[config.mk]
export PLATFORM = sky130hd
export DESIGN_NAME = temp_conv_seq
export DESIGN_NICKNAME = d
export VERILOG_FILES = /design/src/rtl/tcs_pkg.sv /design/src/rtl/tcs_ctrl.sv /design/src/rtl/tcs_datapath.sv /design/src/rtl/temp_conv_seq.sv
export SDC_FILE = /design/constraint.sdc
export NUM_CORES = 1
export LEC_CHECK = 0
export BUFFER_PORTS_ARGS = -buffer_cell sky130_fd_sc_hd__buf_4
export CAP_MARGIN = 20
export CORE_MARGIN = 5
export CORE_UTILIZATION = 49
export DETAILED_ROUTE_END_ITERATION = 6
export PLACE_DENSITY = 0.78
export SYNTH_ARGS = -nofsm -noshare
export SYNTH_HDL_FRONTEND = slang
export SYNTH_SLANG_ARGS = --single-unit
export TNS_END_PERCENT = 50
[constraint.sdc]
create_clock -name clk -period 3.9 [get_ports clk]
set_clock_uncertainty 0.1 [all_clocks]
set_input_delay 0.78 -clock clk [delete_from_list [all_inputs] [get_ports clk]]
set_output_delay 0.78 -clock clk [all_outputs]
set_load 0.05 [all_outputs]
[src/rtl/tcs_pkg.sv]
package tcs_pkg;
  typedef enum logic {ST_IDLE, ST_CONV} tcsStateT;

  typedef struct packed {
    logic       capture;
    logic [1:0] res;
  } tcsStrobeT;
endpackage

[src/rtl/tcs_ctrl.sv]
module tcs_ctrl
  import tcs_pkg::*;
#(
  parameter int BASE_CYCLES = 16
) (
  input  logic       clk,
  input  logic       rstN,
  input  logic       cfgWrEn,
  input  logic [7:0] cfgWrData,
  output logic [7:0] cfgRdData,
  output logic       convActive,
  output tcsStrobeT  strobe
);
  localparam int CNT_W = $clog2(BASE_CYCLES * 8 + 1);

  tcsStateT         state;
  logic [6:0]       cfgReg;
  logic [CNT_W-1:0] cnt;
  logic [1:0]       convRes;

  wire [1:0] cfgRes = cfgReg[6:5];
  wire       cfgSd  = cfgReg[0];
  wire [1:0] wrRes  = cfgWrData[6:5];
  wire       wrSd   = cfgWrData[0];
  wire       wrOs   = cfgWrData[7];
  wire       lastCycle = (state == ST_CONV) && (cnt == '0);

  function automatic logic [CNT_W-1:0] windowLoad(input logic [1:0] r);
    logic [CNT_W-1:0] span;
    span = CNT_W'(BASE_CYCLES) << r;
    return span - 1'b1;
  endfunction

  always_ff @(posedge clk or negedge rstN) begin
    if (!rstN) begin
      cfgReg <= '0;
    end else if (cfgWrEn) begin
      cfgReg <= cfgWrData[6:0];
    end
  end

  always_ff @(posedge clk or negedge rstN) begin
    if (!rstN) begin
      state   <= ST_CONV;
      cnt     <= windowLoad(2'd0);
      convRes <= 2'd0;
    end else begin
      unique case (state)
        ST_CONV: begin
          if (lastCycle) begin
            if (cfgSd) begin
              state <= ST_IDLE;
            end else begin
              cnt     <= windowLoad(cfgRes);
              convRes <= cfgRes;
            end
          end else begin
            cnt <= cnt - 1'b1;
          end
        end
        ST_IDLE: begin
          if (cfgWrEn && (wrOs || !wrSd)) begin
            state   <= ST_CONV;
            cnt     <= windowLoad(wrRes);
            convRes <= wrRes;
          end
        end
        default: state <= ST_IDLE;
      endcase
    end
  end

  assign cfgRdData      = {1'b0, cfgReg};
  assign convActive     = (state == ST_CONV);
  assign strobe.capture = lastCycle;
  assign strobe.res     = convRes;
endmodule

[src/rtl/tcs_datapath.sv]
module tcs_datapath
  import tcs_pkg::*;
#(
  parameter int SAMPLE_W = 12
) (
  input  logic                  clk,
  input  logic                  rstN,
  input  tcsStrobeT             strobe,
  input  logic [SAMPLE_W-1:0]   adcSample,
  output logic                  convDone,
  output logic [SAMPLE_W+3:0]   tempWord
);
  localparam int WORD_W = SAMPLE_W + 4;

  logic [SAMPLE_W-1:0] keepMask;
  logic [SAMPLE_W-1:0] maskedSample;

  for (genvar b = 0; b < SAMPLE_W; b++) begin : g_mask
    if (b >= 3) begin : g_always
      assign keepMask[b] = 1'b1;
    end else begin : g_res
      assign keepMask[b] = (32'(strobe.res) >= (3 - b));
    end
  end

  assign maskedSample = adcSample & keepMask;

  always_ff @(posedge clk or negedge rstN) begin
    if (!rstN) begin
      tempWord <= '0;
      convDone <= 1'b0;
    end else begin
      convDone <= strobe.capture;
      if (strobe.capture) begin
        tempWord <= WORD_W'({maskedSample, 4'b0000});
      end
    end
  end
endmodule

[src/rtl/temp_conv_seq.sv]
module temp_conv_seq
  import tcs_pkg::*;
#(
  parameter int BASE_CYCLES = 16,
  parameter int SAMPLE_W    = 12
) (
  input  logic                clk,
  input  logic                rstN,
  input  logic                cfgWrEn,
  input  logic [7:0]          cfgWrData,
  input  logic [SAMPLE_W-1:0] adcSample,
  output logic [7:0]          cfgRdData,
  output logic                convActive,
  output logic                convDone,
  output logic [SAMPLE_W+3:0] tempWord
);
  tcsStrobeT strobe;

  tcs_ctrl #(.BASE_CYCLES(BASE_CYCLES)) ctrl_i (
    .clk(clk), .rstN(rstN), .cfgWrEn(cfgWrEn), .cfgWrData(cfgWrData),
    .cfgRdData(cfgRdData), .convActive(convActive), .strobe(strobe)
  );

  tcs_datapath #(.SAMPLE_W(SAMPLE_W)) dp_i (
    .clk(clk), .rstN(rstN), .strobe(strobe), .adcSample(adcSample),
    .convDone(convDone), .tempWord(tempWord)
  );
endmodule

==> results by stage <==
Outcome:
- The flow ran to the end, and the final reports show no timing, DRC or antenna violations.

Synth:
- The distinct cell type count of the synthesized netlist is 35.
- The synthesized-area fraction occupied by ao, oa, aoi and oai cells was 0.131.
- The synthesized flop and latch total is 31.
- Of the total synthesized cell area, the portion taken by full adders, half adders and majority gates is 0.00835.
- Of the post-synthesis cell area, the dominant cell type holds 0.434.
- After synthesis, the largest family of logic cells by area is simple AND/OR/NAND/NOR gates.
- The fraction of the mapped netlist area in simple logic gates is 0.149.
- Ranked by total cell area, the synthesized netlist is headed by dfrtp_1 43%, mux2_2 13%, dfstp_2 8.8%.
- Of the total synthesized cell area, the portion taken by XOR and XNOR cells is 0.0117.
- The largest area contributor in the synthesized netlist is dfrtp_1.
- The commonest cells after synthesis are 26 x dfrtp_1, 17 x mux2_2, 13 x o21ai_0.
- In the synthesized netlist the dominant register cell turns out to be dfrtp_1.
- The Yosys warning count is 0.
- For this run, asynchronously set or reset flops after synthesis account for 1.00.
- The number of flops mapped to enable cells by yosys is 0.
- The most repeated cell in the gate-level netlist after synthesis is dfrtp_1.
- The share of the Yosys chip area taken by registers is 0.522.
- In this run the cell area of the synthesized design comes to 1500 um2.
- The gate count of the mapped netlist is 130.
- A synthesized cell averages 11.5 um2.
- The portion of netlist area occupied by mux cells is 0.128.

Critical path:
- At the worst endpoint, the required time is 3020 ps.
- The family with the most delay on the worst path is flip-flops.
- The critical path class is reg2out.
- Along the worst path, the maximum fanout reaches 23.
- The kind of start point of the critical path is a flop.
- The slowest stage cell on the critical path is dfstp_2.
- The number of buffer and inverter instances along the worst setup path is 1.
- The type of destination of the critical path is an output port.
- For flop-to-flop paths, the worst setup slack is 1740 ps.
- The critical path goes through buf_4.
- The largest single stage delay on the critical path is 790 ps.
- The data arrival time at the worst-slack endpoint is 1390 ps.

Pwr:
- The worst-case IR drop observed on VDD is 0.000501 V.
- The power density over the cells is 796 nW/um2.
- The analysis attributes to cell leakage a power of 0.000851 uW.
- The combinational group share of total power is 0.459.
- The net switching fraction of the power is 0.437.
- Of the total power, registers draw 0.381.
- The reported net switching power is 658 uW.
- The clock share of power is 0.160.
- Internal power comes to 848 uW.

CTS:
- The clock-pin slew on the worst setup and hold paths is 100 ps.
- Post-CTS timing repair inserted 0 buffers for setup.
- Hold repair after CTS inserted 0 buffers.
- The CTS tree is yes.
- Post-CTS repair changed the size of 0 cells.
- The source-to-sink clock delay at the later pin of the worst-skew pair is 330 ps.
- The H-tree generated during clock tree synthesis spans 2 levels.
- Buffers inserted during clock tree synthesis total 5.
- The root buffer cell is clkbuf_4.
- The total clock sinks is 31.
- The clock passes through at most 2 buffers.

Detailed routing:
- Before antenna repair, the detailed router went through 7 iterations.
- In the final routed layout, each cell accounts on average for 14.4 um.
- The number of violations reported at the end of detailed-routing iteration 0 is 32.
- In the routed layout, each cell is associated on average with a via count of 5.39.
- The total wirelength of the detailed-routed design is 3.00 mm.
- The number of routed nets with antenna violations is 0.
- The residual DRC count is 0.
- The total number of vias is 1,126.

STA:
- Setup repair after global routing left no endpoint under its margin.
- The total negative slack is 0 ps.
- The max-slew violation total from the final report came to 0.
- The final-layout worst hold slack is 255 ps.
- Counting I/O delays and the setup requirement, the final critical path takes 2270 ps.
- The share of the clock period used by the worst path after layout is 0.581.
- The number of hold-slack violations in the final timing report is 0.
- The final worst setup slack is 1630 ps.
- Setup violations remaining at the end of the flow were counted as 0.
- The upper clock frequency limit is 0.441 GHz.

Die:
- The number of standard-cell rows in the floorplan is 20.
- The initial utilization of the core area, before any placement, comes to 0.499.
- In this run the horizontal extent of the chip is 65.3 um.
- The boundary pin count is 49.
- The area of the die is 4260 um2.
- The total area inside the core boundary comes to 3000 um2.
- The floorplan step set the die height to 65.3 um.

Run:
- The number of max-capacitance violations reported is 0.

Layout:
- 0 antenna diodes ended up in the layout.
- Of the cells placed in the final design, the portion with a size suffix greater than 1 is 0.438.
- The growth of design area from synthesis to finish is 26.3%.
- After the last flow step, the layout net total stands at 199.
- At the end of the flow the core is filled with cells to 0.630.

Place:
- The setup slack after placement is 1650 ps.
- The total half-perimeter wirelength after legalization and detailed placement is 2.32 mm.
- The routability congestion estimate from global placement is 0.843.
- The number of port buffers is 43.

Global routing:
- Entering global routing, the biggest net connects 32 pins.
- The via count of the first global-routing pass was 1,188.
- The total grt overflow is 0.
- The overall global routing resource usage is 0.155.
- The initial antenna violation count is 0.
- The first global-routing pass estimated 5.08 mm of wire.

Min path:
- The tightest min-delay check is of the in2async type.
## cell usage in the layout (no fill, tap or decap), drive strengths merged, types with 2 or more instances in the layout
master / instances
buf: 43
dfrtp: 26
mux2: 17
o21ai: 14
nand2: 10
nor2: 7
clkbuf: 7
a21oi: 6
nor3: 5
conb: 5
dfstp: 5
nand3: 4
nand2b: 3
nor4: 3
inv: 3
or3: 2
a211oi: 2
## kinds of logic (layout without fill, tap and decap cells)
family                     count (synthesis)  in the layout
xor gates and xnor gates                   2              2
DFF                                       31             31
buffers and inverters                     12             54
adders and majority gates                  1              1
and+or+nand+nor                           37             37
muxes                                     17             17
AOI/OAI and AO/OA                         29             29
other                                      1              5
## cell type report
type | instances | area [um2]
sequential | 31 | 782
inverter | 3 | 11.3
clock buffer | 7 | 45.0
fill | 239 | 1110
multi-input combinational | 91 | 659
tap | 33 | 41.3
clock inverter | 1 | 30.0
timing repair buffer | 43 | 323
## layer usage
| layer | vias to the layer above | wire length, um | GRT usage |
|---|---|---|---|
| met1 | 537 | 1230 | 0.168 |
| met2 | 36 | 1480 | 0.267 |
| met3 | 6 | 250 | 0.0701 |
| met5 | - | 0 | 0 |
| li1 | 547 | - | - |
| met4 | 0 | 42 | 0.0544 |
## sequential cells by signal, indices dropped and copies added, names as in the netlist
| signal | cells |
|---|---|
| ctrl_i.cfgReg | 7 |
| ctrl_i.cnt | 8 |
| ctrl_i.convActive | 1 |
| ctrl_i.convRes | 2 |
| dp_i.convDone | 1 |
| dp_i.tempWord | 12 |
## path summary, 6_finish.rpt
check	start	end	cells past startpoint
worst max-delay path	ctrl_i.convActive	convActive	1
worst min-delay path	rstN	dp_i.tempWord[8]	1
worst max register to register	ctrl_i.cnt[7]	ctrl_i.cnt[6]	5
worst min register to register	dp_i.tempWord[6]	dp_i.tempWord[6]	2
max in group asynchronous	rstN	ctrl_i.cnt[1]	1
min in group clk	dp_i.tempWord[6]	dp_i.tempWord[6]	2
## stage by stage
step                      power, uW  instance area (um2)  std cells
after global placement         1250                 1820        201
after CTS                      1520                 1890        209
final                          1510                 1890        209
after detailed placement       1270                 1820        201
after floorplan                1070                 1510        134
after global routing           1590                 1890        209
## power by group through the flow
stage / clock, uW / sequential [uW] / combinational (uW)
after CTS: 246 / 575 / 698
after global placement: 0 / 574 / 679
after global routing: 262 / 596 / 736
final: 242 / 574 / 691
after floorplan: 0 / 809 / 261
after detailed placement: 0 / 579 / 696
Note: power is estimated with default switching activity, not from simulation.
